===== config.mk =====
export PLATFORM = sky130hd
export DESIGN_NAME = uvl_loader
export DESIGN_NICKNAME = d
export VERILOG_FILES = /design/src/rtl/uvl_pkg.sv /design/src/rtl/uvl_f32_to_f24.sv /design/src/rtl/uvl_stage.sv /design/src/rtl/uvl_assemble.sv /design/src/rtl/uvl_loader.sv
export SDC_FILE = /design/constraint.sdc
export NUM_CORES = 1
export LEC_CHECK = 0
export BUFFER_PORTS_ARGS = -buffer_cell sky130_fd_sc_hd__buf_2
export CELL_PAD_IN_SITES_DETAIL_PLACEMENT = 1
export CELL_PAD_IN_SITES_GLOBAL_PLACEMENT = 1
export CORE_ASPECT_RATIO = 0.8
export CORE_MARGIN = 2
export CORE_UTILIZATION = 46
export DETAILED_ROUTE_END_ITERATION = 16
export GPL_TIMING_DRIVEN = 0
export PLACE_DENSITY = 0.83
export SKIP_LAST_GASP = 1
export SLEW_MARGIN = 20
export SYNTH_ARGS = -nofsm -noshare
export SYNTH_HDL_FRONTEND = slang
export SYNTH_SLANG_ARGS = --single-unit

===== constraint.sdc =====
create_clock -name clk -period 4.7 [get_ports clk]
set_input_delay 0.94 -clock clk [delete_from_list [all_inputs] [get_ports clk]]
set_output_delay 0.94 -clock clk [all_outputs]
set_load 0.005 [all_outputs]

===== src/rtl/uvl_pkg.sv =====
package uvl_pkg;
  localparam int WORD_W   = 32;
  localparam int CMP_W    = 24;
  localparam int NCMP     = 4;
  localparam int VEC_W    = CMP_W * NCMP;
  localparam int F32_E    = 8;
  localparam int F32_M    = 23;
  localparam int F32_BIAS = 127;
  localparam int F24_E    = 7;
  localparam int F24_M    = 16;
  localparam int F24_BIAS = 63;

  typedef enum logic {
    FMT_PACKED = 1'b0,
    FMT_F32    = 1'b1
  } fmt_e;
endpackage


===== src/rtl/uvl_f32_to_f24.sv =====
// Narrows one IEEE single into the 24-bit uniform float layout.
module uvl_f32_to_f24
  import uvl_pkg::*;
(
  input  logic [WORD_W-1:0] f_in,
  output logic [CMP_W-1:0]  h_out
);
  localparam int SHIFT   = F32_BIAS - F24_BIAS;
  localparam int EXP_TOP = (1 << F24_E) - 1;

  logic             sgn;
  logic [F32_E-1:0] e_in;
  logic [F32_M-1:0] m_in;
  logic             unused_lsb;
  int               e_reb;

  assign sgn        = f_in[WORD_W-1];
  assign e_in       = f_in[F32_M +: F32_E];
  assign m_in       = f_in[F32_M-1:0];
  assign unused_lsb = ^m_in[F32_M-F24_M-1:0];

  always_comb begin
    e_reb = int'(e_in) - SHIFT;
    if (e_reb <= 0)
      h_out = {sgn, {(CMP_W-1){1'b0}}};
    else if (e_reb > EXP_TOP)
      h_out = {sgn, {(CMP_W-1){1'b1}}};
    else
      h_out = {sgn, e_reb[F24_E-1:0], m_in[F32_M-1 -: F24_M]};
  end
endmodule


===== src/rtl/uvl_stage.sv =====
// Holds all but the final word of a vector; flags the completing push.
module uvl_stage #(
  parameter  int WORD_W = 32,
  parameter  int HOLD   = 3,
  localparam int CNT_W  = $clog2(HOLD + 1)
) (
  input  logic                       clk,
  input  logic                       rst,
  input  logic                       clr,
  input  logic                       push,
  input  logic [WORD_W-1:0]          word,
  input  logic [CNT_W-1:0]           last_slot,
  output logic                       done,
  output logic [HOLD-1:0][WORD_W-1:0] held
);
  logic [CNT_W-1:0] cnt;

  assign done = push && (cnt == last_slot);

  always_ff @(posedge clk) begin
    if (rst || clr)
      cnt <= '0;
    else if (push)
      cnt <= done ? '0 : cnt + 1'b1;
  end

  always_ff @(posedge clk) begin
    for (int s = 0; s < HOLD; s++) begin
      if (push && !done && cnt == CNT_W'(s))
        held[s] <= word;
    end
  end
endmodule


===== src/rtl/uvl_assemble.sv =====
// Builds the 96-bit vector from the staged words in either format.
module uvl_assemble
  import uvl_pkg::*;
(
  input  fmt_e                          fmt,
  input  logic [NCMP-1:0][WORD_W-1:0]   words,
  output logic [VEC_W-1:0]              vec
);
  logic [NCMP-1:0][CMP_W-1:0] conv;
  logic [VEC_W-1:0]           stream;

  // Single-precision: component c takes word NCMP-1-c (reversed order).
  for (genvar c = 0; c < NCMP; c++) begin : g_conv
    uvl_f32_to_f24 u_cvt (
      .f_in (words[NCMP-1-c]),
      .h_out(conv[c])
    );
  end

  // Packed: first word occupies the top of the vector.
  for (genvar k = 0; k < NCMP - 1; k++) begin : g_pack
    assign stream[(NCMP-2-k)*WORD_W +: WORD_W] = words[k];
  end

  assign vec = (fmt == FMT_F32) ? conv : stream;
endmodule


===== src/rtl/uvl_loader.sv =====
module uvl_loader
  import uvl_pkg::*;
#(
  parameter  int ADDR_W     = 4,
  parameter  int SETUP_ADDR = 0,
  parameter  int DATA_BASE  = 8,
  parameter  int N_ALIAS    = 8,
  parameter  int DEPTH      = 96,
  parameter  int IDX_W      = 7,
  parameter  int FMT_BIT    = 31,
  localparam int HOLD       = NCMP - 1,
  localparam int CNT_W      = $clog2(HOLD + 1)
) (
  input  logic              clk,
  input  logic              rst,
  input  logic              bus_we,
  input  logic [ADDR_W-1:0] bus_addr,
  input  logic [WORD_W-1:0] bus_wdata,
  output logic              mem_we,
  output logic [IDX_W-1:0]  mem_addr,
  output logic [VEC_W-1:0]  mem_wdata,
  output logic              idx_err
);
  logic                         setup_hit, data_hit;
  fmt_e                         fmt_q;
  logic [IDX_W-1:0]             idx_q;
  logic [CNT_W-1:0]             last_slot;
  logic                         done, in_range;
  logic [HOLD-1:0][WORD_W-1:0]  held;
  logic [NCMP-1:0][WORD_W-1:0]  words;
  logic [VEC_W-1:0]             vec;

  assign setup_hit = bus_we && (int'(bus_addr) == SETUP_ADDR);
  assign data_hit  = bus_we && (int'(bus_addr) >= DATA_BASE) &&
                     (int'(bus_addr) < DATA_BASE + N_ALIAS);

  assign last_slot = (fmt_q == FMT_F32) ? CNT_W'(NCMP - 1) : CNT_W'(NCMP - 2);
  assign in_range  = int'(idx_q) < DEPTH;

  uvl_stage #(.WORD_W(WORD_W), .HOLD(HOLD)) u_stage (
    .clk      (clk),
    .rst      (rst),
    .clr      (setup_hit),
    .push     (data_hit),
    .word     (bus_wdata),
    .last_slot(last_slot),
    .done     (done),
    .held     (held)
  );

  // The completing word bypasses the buffer straight into its slot.
  for (genvar i = 0; i < HOLD; i++) begin : g_words
    assign words[i] = (CNT_W'(i) == last_slot) ? bus_wdata : held[i];
  end
  assign words[NCMP-1] = bus_wdata;

  uvl_assemble u_asm (
    .fmt  (fmt_q),
    .words(words),
    .vec  (vec)
  );

  always_ff @(posedge clk) begin
    if (rst) begin
      mem_we  <= 1'b0;
      idx_err <= 1'b0;
      idx_q   <= '0;
      fmt_q   <= FMT_PACKED;
    end else begin
      mem_we  <= done && in_range;
      idx_err <= done && !in_range;
      if (setup_hit) begin
        idx_q <= bus_wdata[IDX_W-1:0];
        fmt_q <= fmt_e'(bus_wdata[FMT_BIT]);
      end else if (done && in_range) begin
        idx_q <= idx_q + 1'b1;
      end
    end
  end

  always_ff @(posedge clk) begin
    if (done) begin
      mem_addr  <= idx_q;
      mem_wdata <= vec;
    end
  end
endmodule


==> results.ini <==
[route]
dr.first_iter.drc_count = 720
antenna_left = 0
viasPerCell = 5.89
drtPass1Iterations = 4
post-route-drc-count = 0
routed-via-count = 7001
wire_per_inst_um = 23.0
wl_um = 27400

[sta]
final.min_clock_period_ns = 3.34
worst_pin_slew_ns = 0.833
fin_skew_ns = 0.0111
setup_violations = 0
setup_slack_ns = 1.36
max_freq_ghz = 0.299
min_period_over_period_pct = 71.1
rsz0062_at_grt = false
drv_slew = 0
relSlewSlack_pct = 44.5
hold_violations = 0

[min_path]
hold_path_end = mem_wdata[95]
hold_start = u_stage.held[31]
whs_path_depth = 0
min_path_type = reg2reg

[clock_network]
post_cts_buffers = 0
cts-root-buf = clkbuf_16
htree_levels = 1
clk_pin_slew_ns = 0.06
post_cts_resize_count = 0
cts_hold_buf = 0
clock_path_buffers = 3
cts_tree = done
clock_sinks = 204
clock_latency_ns = 0.50
cts_made_buffers = 22

[synth]
postSynthAreaPerCell_sq_um = 12.5
yosysSeqAreaShare_pct = 65.0
synth_fp_nets = 797
synth_cell_types = 51
ys_ff_latch = 204
syn_area_sq_um = 9250
syn_inst = 742
synth-edff-count = 192
ys_warn_count = 0
async_reset_ff_share_pct = 0
ys.flop_type = edfxtp_1

[pwr]
pwr-share-seq_pct = 50.7
power.share.clock_pct = 42.4
switching_power_uw = 898
vdd_drop_max_v = 0.000245
p_per_area_nw_per_um2 = 363
total_leakage_power_nw = 4.44
swShare_pct = 22.4
pwr-share-comb_pct = 6.9
p_int_mw = 3.11

[floorplanning]
placement_rows = 46
start_util_pct = 46.8
die_area_sq_um = 21300
io-pin-count = 144
die_w_um = 163
core_area_sq_um = 19700
fp.dieH_um = 131

[worst_setup_path]
startpoint = fmt_q
r2r_start = fmt_q
critPathBufInv = 5
path_depth = 11
critPathArrivalTime_ns = 3.59
start_kind = flip-flop
r2r_cells = 11
setup.worst_path.end_class = flip-flop
ff2ff_setup_slack_ns = 1.36
worstPathRequired_ns = 4.95
max_stage_delay_ns = 0.57
crit_chain = buf_6 > buf_2 > clkbuf_1 > a21oi_1 > ha_1 > nor2b_1 > buf_2 > o41a_4 > buf_6 > a21oi_2 > nor3_1
crit_fanout = 10
timing.rr.end = mem_wdata[29]
path_class = reg2reg
path_delay_family = buffers and inverters
cp_slowest_cell = clkbuf_1

[grt]
track_usage_pct = 25.3
grt_max_degree = 59
grt_pass1_vias = 6866
grt_pass1_wl_um = 40600
grt-ovfl-total = 0
antenna_found_initial = 0

[finish]
layout_common_cells = edfxtp_1, buf_2, nor2_1
antenna_cells = 0
n_fill_cell = 2085
multi_input_area_sq_um = 2810
layout-drive-gt1-share_pct = 21.7
final_common_cell = edfxtp_1
nets = 965
seq_area_sq_um = 6010
utilization_pct = 55.9
area_growth_pct = 19.3

[place]
gp_congestion = 0.896
preCtsSetupSlack_ns = 1.35
io_buffer_count = 143
dp_hpwl_um = 18900

[outcome]
status = finished clean

[run]
drv_cap = 0

## worst reg2reg max path, cell delays in order (launching register included)
cell      delay (ns)
dfxtp_1         0.36
buf_6           0.17
buf_2           0.23
clkbuf_1        0.57
a21oi_1         0.27
ha_1            0.33
nor2b_1         0.12
buf_2           0.23
o41a_4          0.25
buf_6           0.17
a21oi_2         0.04
nor3_1          0.36
## Yosys cell counts, types with 8 or more instances
master     instances  area, sq um
dfxtp_1           12          240
o21ai_0            9         45.0
nand2_1           37          139
nor3_1            20          100
o22ai_1           39          244
inv_1             63          236
o2bb2ai_1          9         78.8
ha_1              16          200
a21oi_1           50          250
nor2_1            64          240
nor2b_1           15         93.8
o211a_1           44          440
nand4_1            8         50.1
edfxtp_1         192         5770
nand3_1           12         60.1
a221oi_1          14          123
nand2b_1          25          156
clkbuf_1          35          131
a211oi_1           8         60.1
## flip-flops by register name, indices dropped and copies added (netlist names)
| name | cells |
|---|---|
| fmt_q | 1 |
| idx_err | 1 |
| idx_q | 7 |
| mem_addr | 7 |
| mem_wdata | 96 |
| mem_we | 1 |
| u_stage.cnt | 2 |
| u_stage.held | 89 |
## metal layers
| layer | vias to the layer above | track usage (%) | wire [um] |
|---|---|---|---|
| li1 | 3134 | - | - |
| met1 | 3544 | 34.9 | 11800 |
| met2 | 267 | 41.9 | 12900 |
| met3 | 56 | 3.88 | 1790 |
| met4 | 0 | 8.28 | 861 |
| met5 | - | 0 | 0 |
## power by group through the flow
stage,Combinational [mW],Sequential (mW),Clock [mW]
6_report,0.276,2.03,1.70
5_1_grt,0.298,2.03,1.77
3_3_place_gp,0.256,2.07,0
3_5_place_dp,0.268,2.07,0
2_1_floorplan,0.155,2.07,0
4_1_cts,0.272,2.03,1.71
## layout make-up
type	count	area share, %
sequential	204	54.5
multi-input combinational	428	25.5
timing repair buffer	144	6.74
clock buffer	26	5.32
tap	264	2.99
inverter	64	2.22
buffer	46	1.78
clock inverter	13	1.03
## cells by family (layout without fill, tap and decap cells)
group | after synthesis | in the layout | share of synthesized area [%]
flip-flops | 204 | 204 | 65.0
AND/OR/NAND/NOR | 204 | 204 | 10.8
AO/OA/AOI/OAI | 202 | 202 | 16.4
buffers and inverters | 110 | 293 | 4.72
adder cells (fa/ha/maj) | 16 | 16 | 2.17
XOR/XNOR | 3 | 3 | 0.284
multiplexers | 3 | 3 | 0.609
## per-stage QoR
stage                     setup TNS [ns]  cells  hold WS, ns  area (sq um)  total power [mW]
after global placement             -7.02   1149        0.408         10300              2.32
after CTS                              0   1189        0.438         11000              4.01
final                                  0   1189        0.437         11000              4.00
after floorplan                        0    742        0.400          9250              2.22
after global routing                   0   1189        0.451         11000              4.10
after detailed placement               0   1150        0.425         10300              2.34
## how the worst max path moves through the flow
stage / end / slack (ns)
CTS: mem_wdata[26] / 1.42
global placement: idx_q[5] / -0.32
global route: mem_wdata[26] / 1.25
finish: mem_wdata[29] / 1.36
floorplan: idx_q[5] / 0.75
detailed placement: mem_wdata[26] / 1.35
No activity file was read; power rests on OpenSTA's default activity.
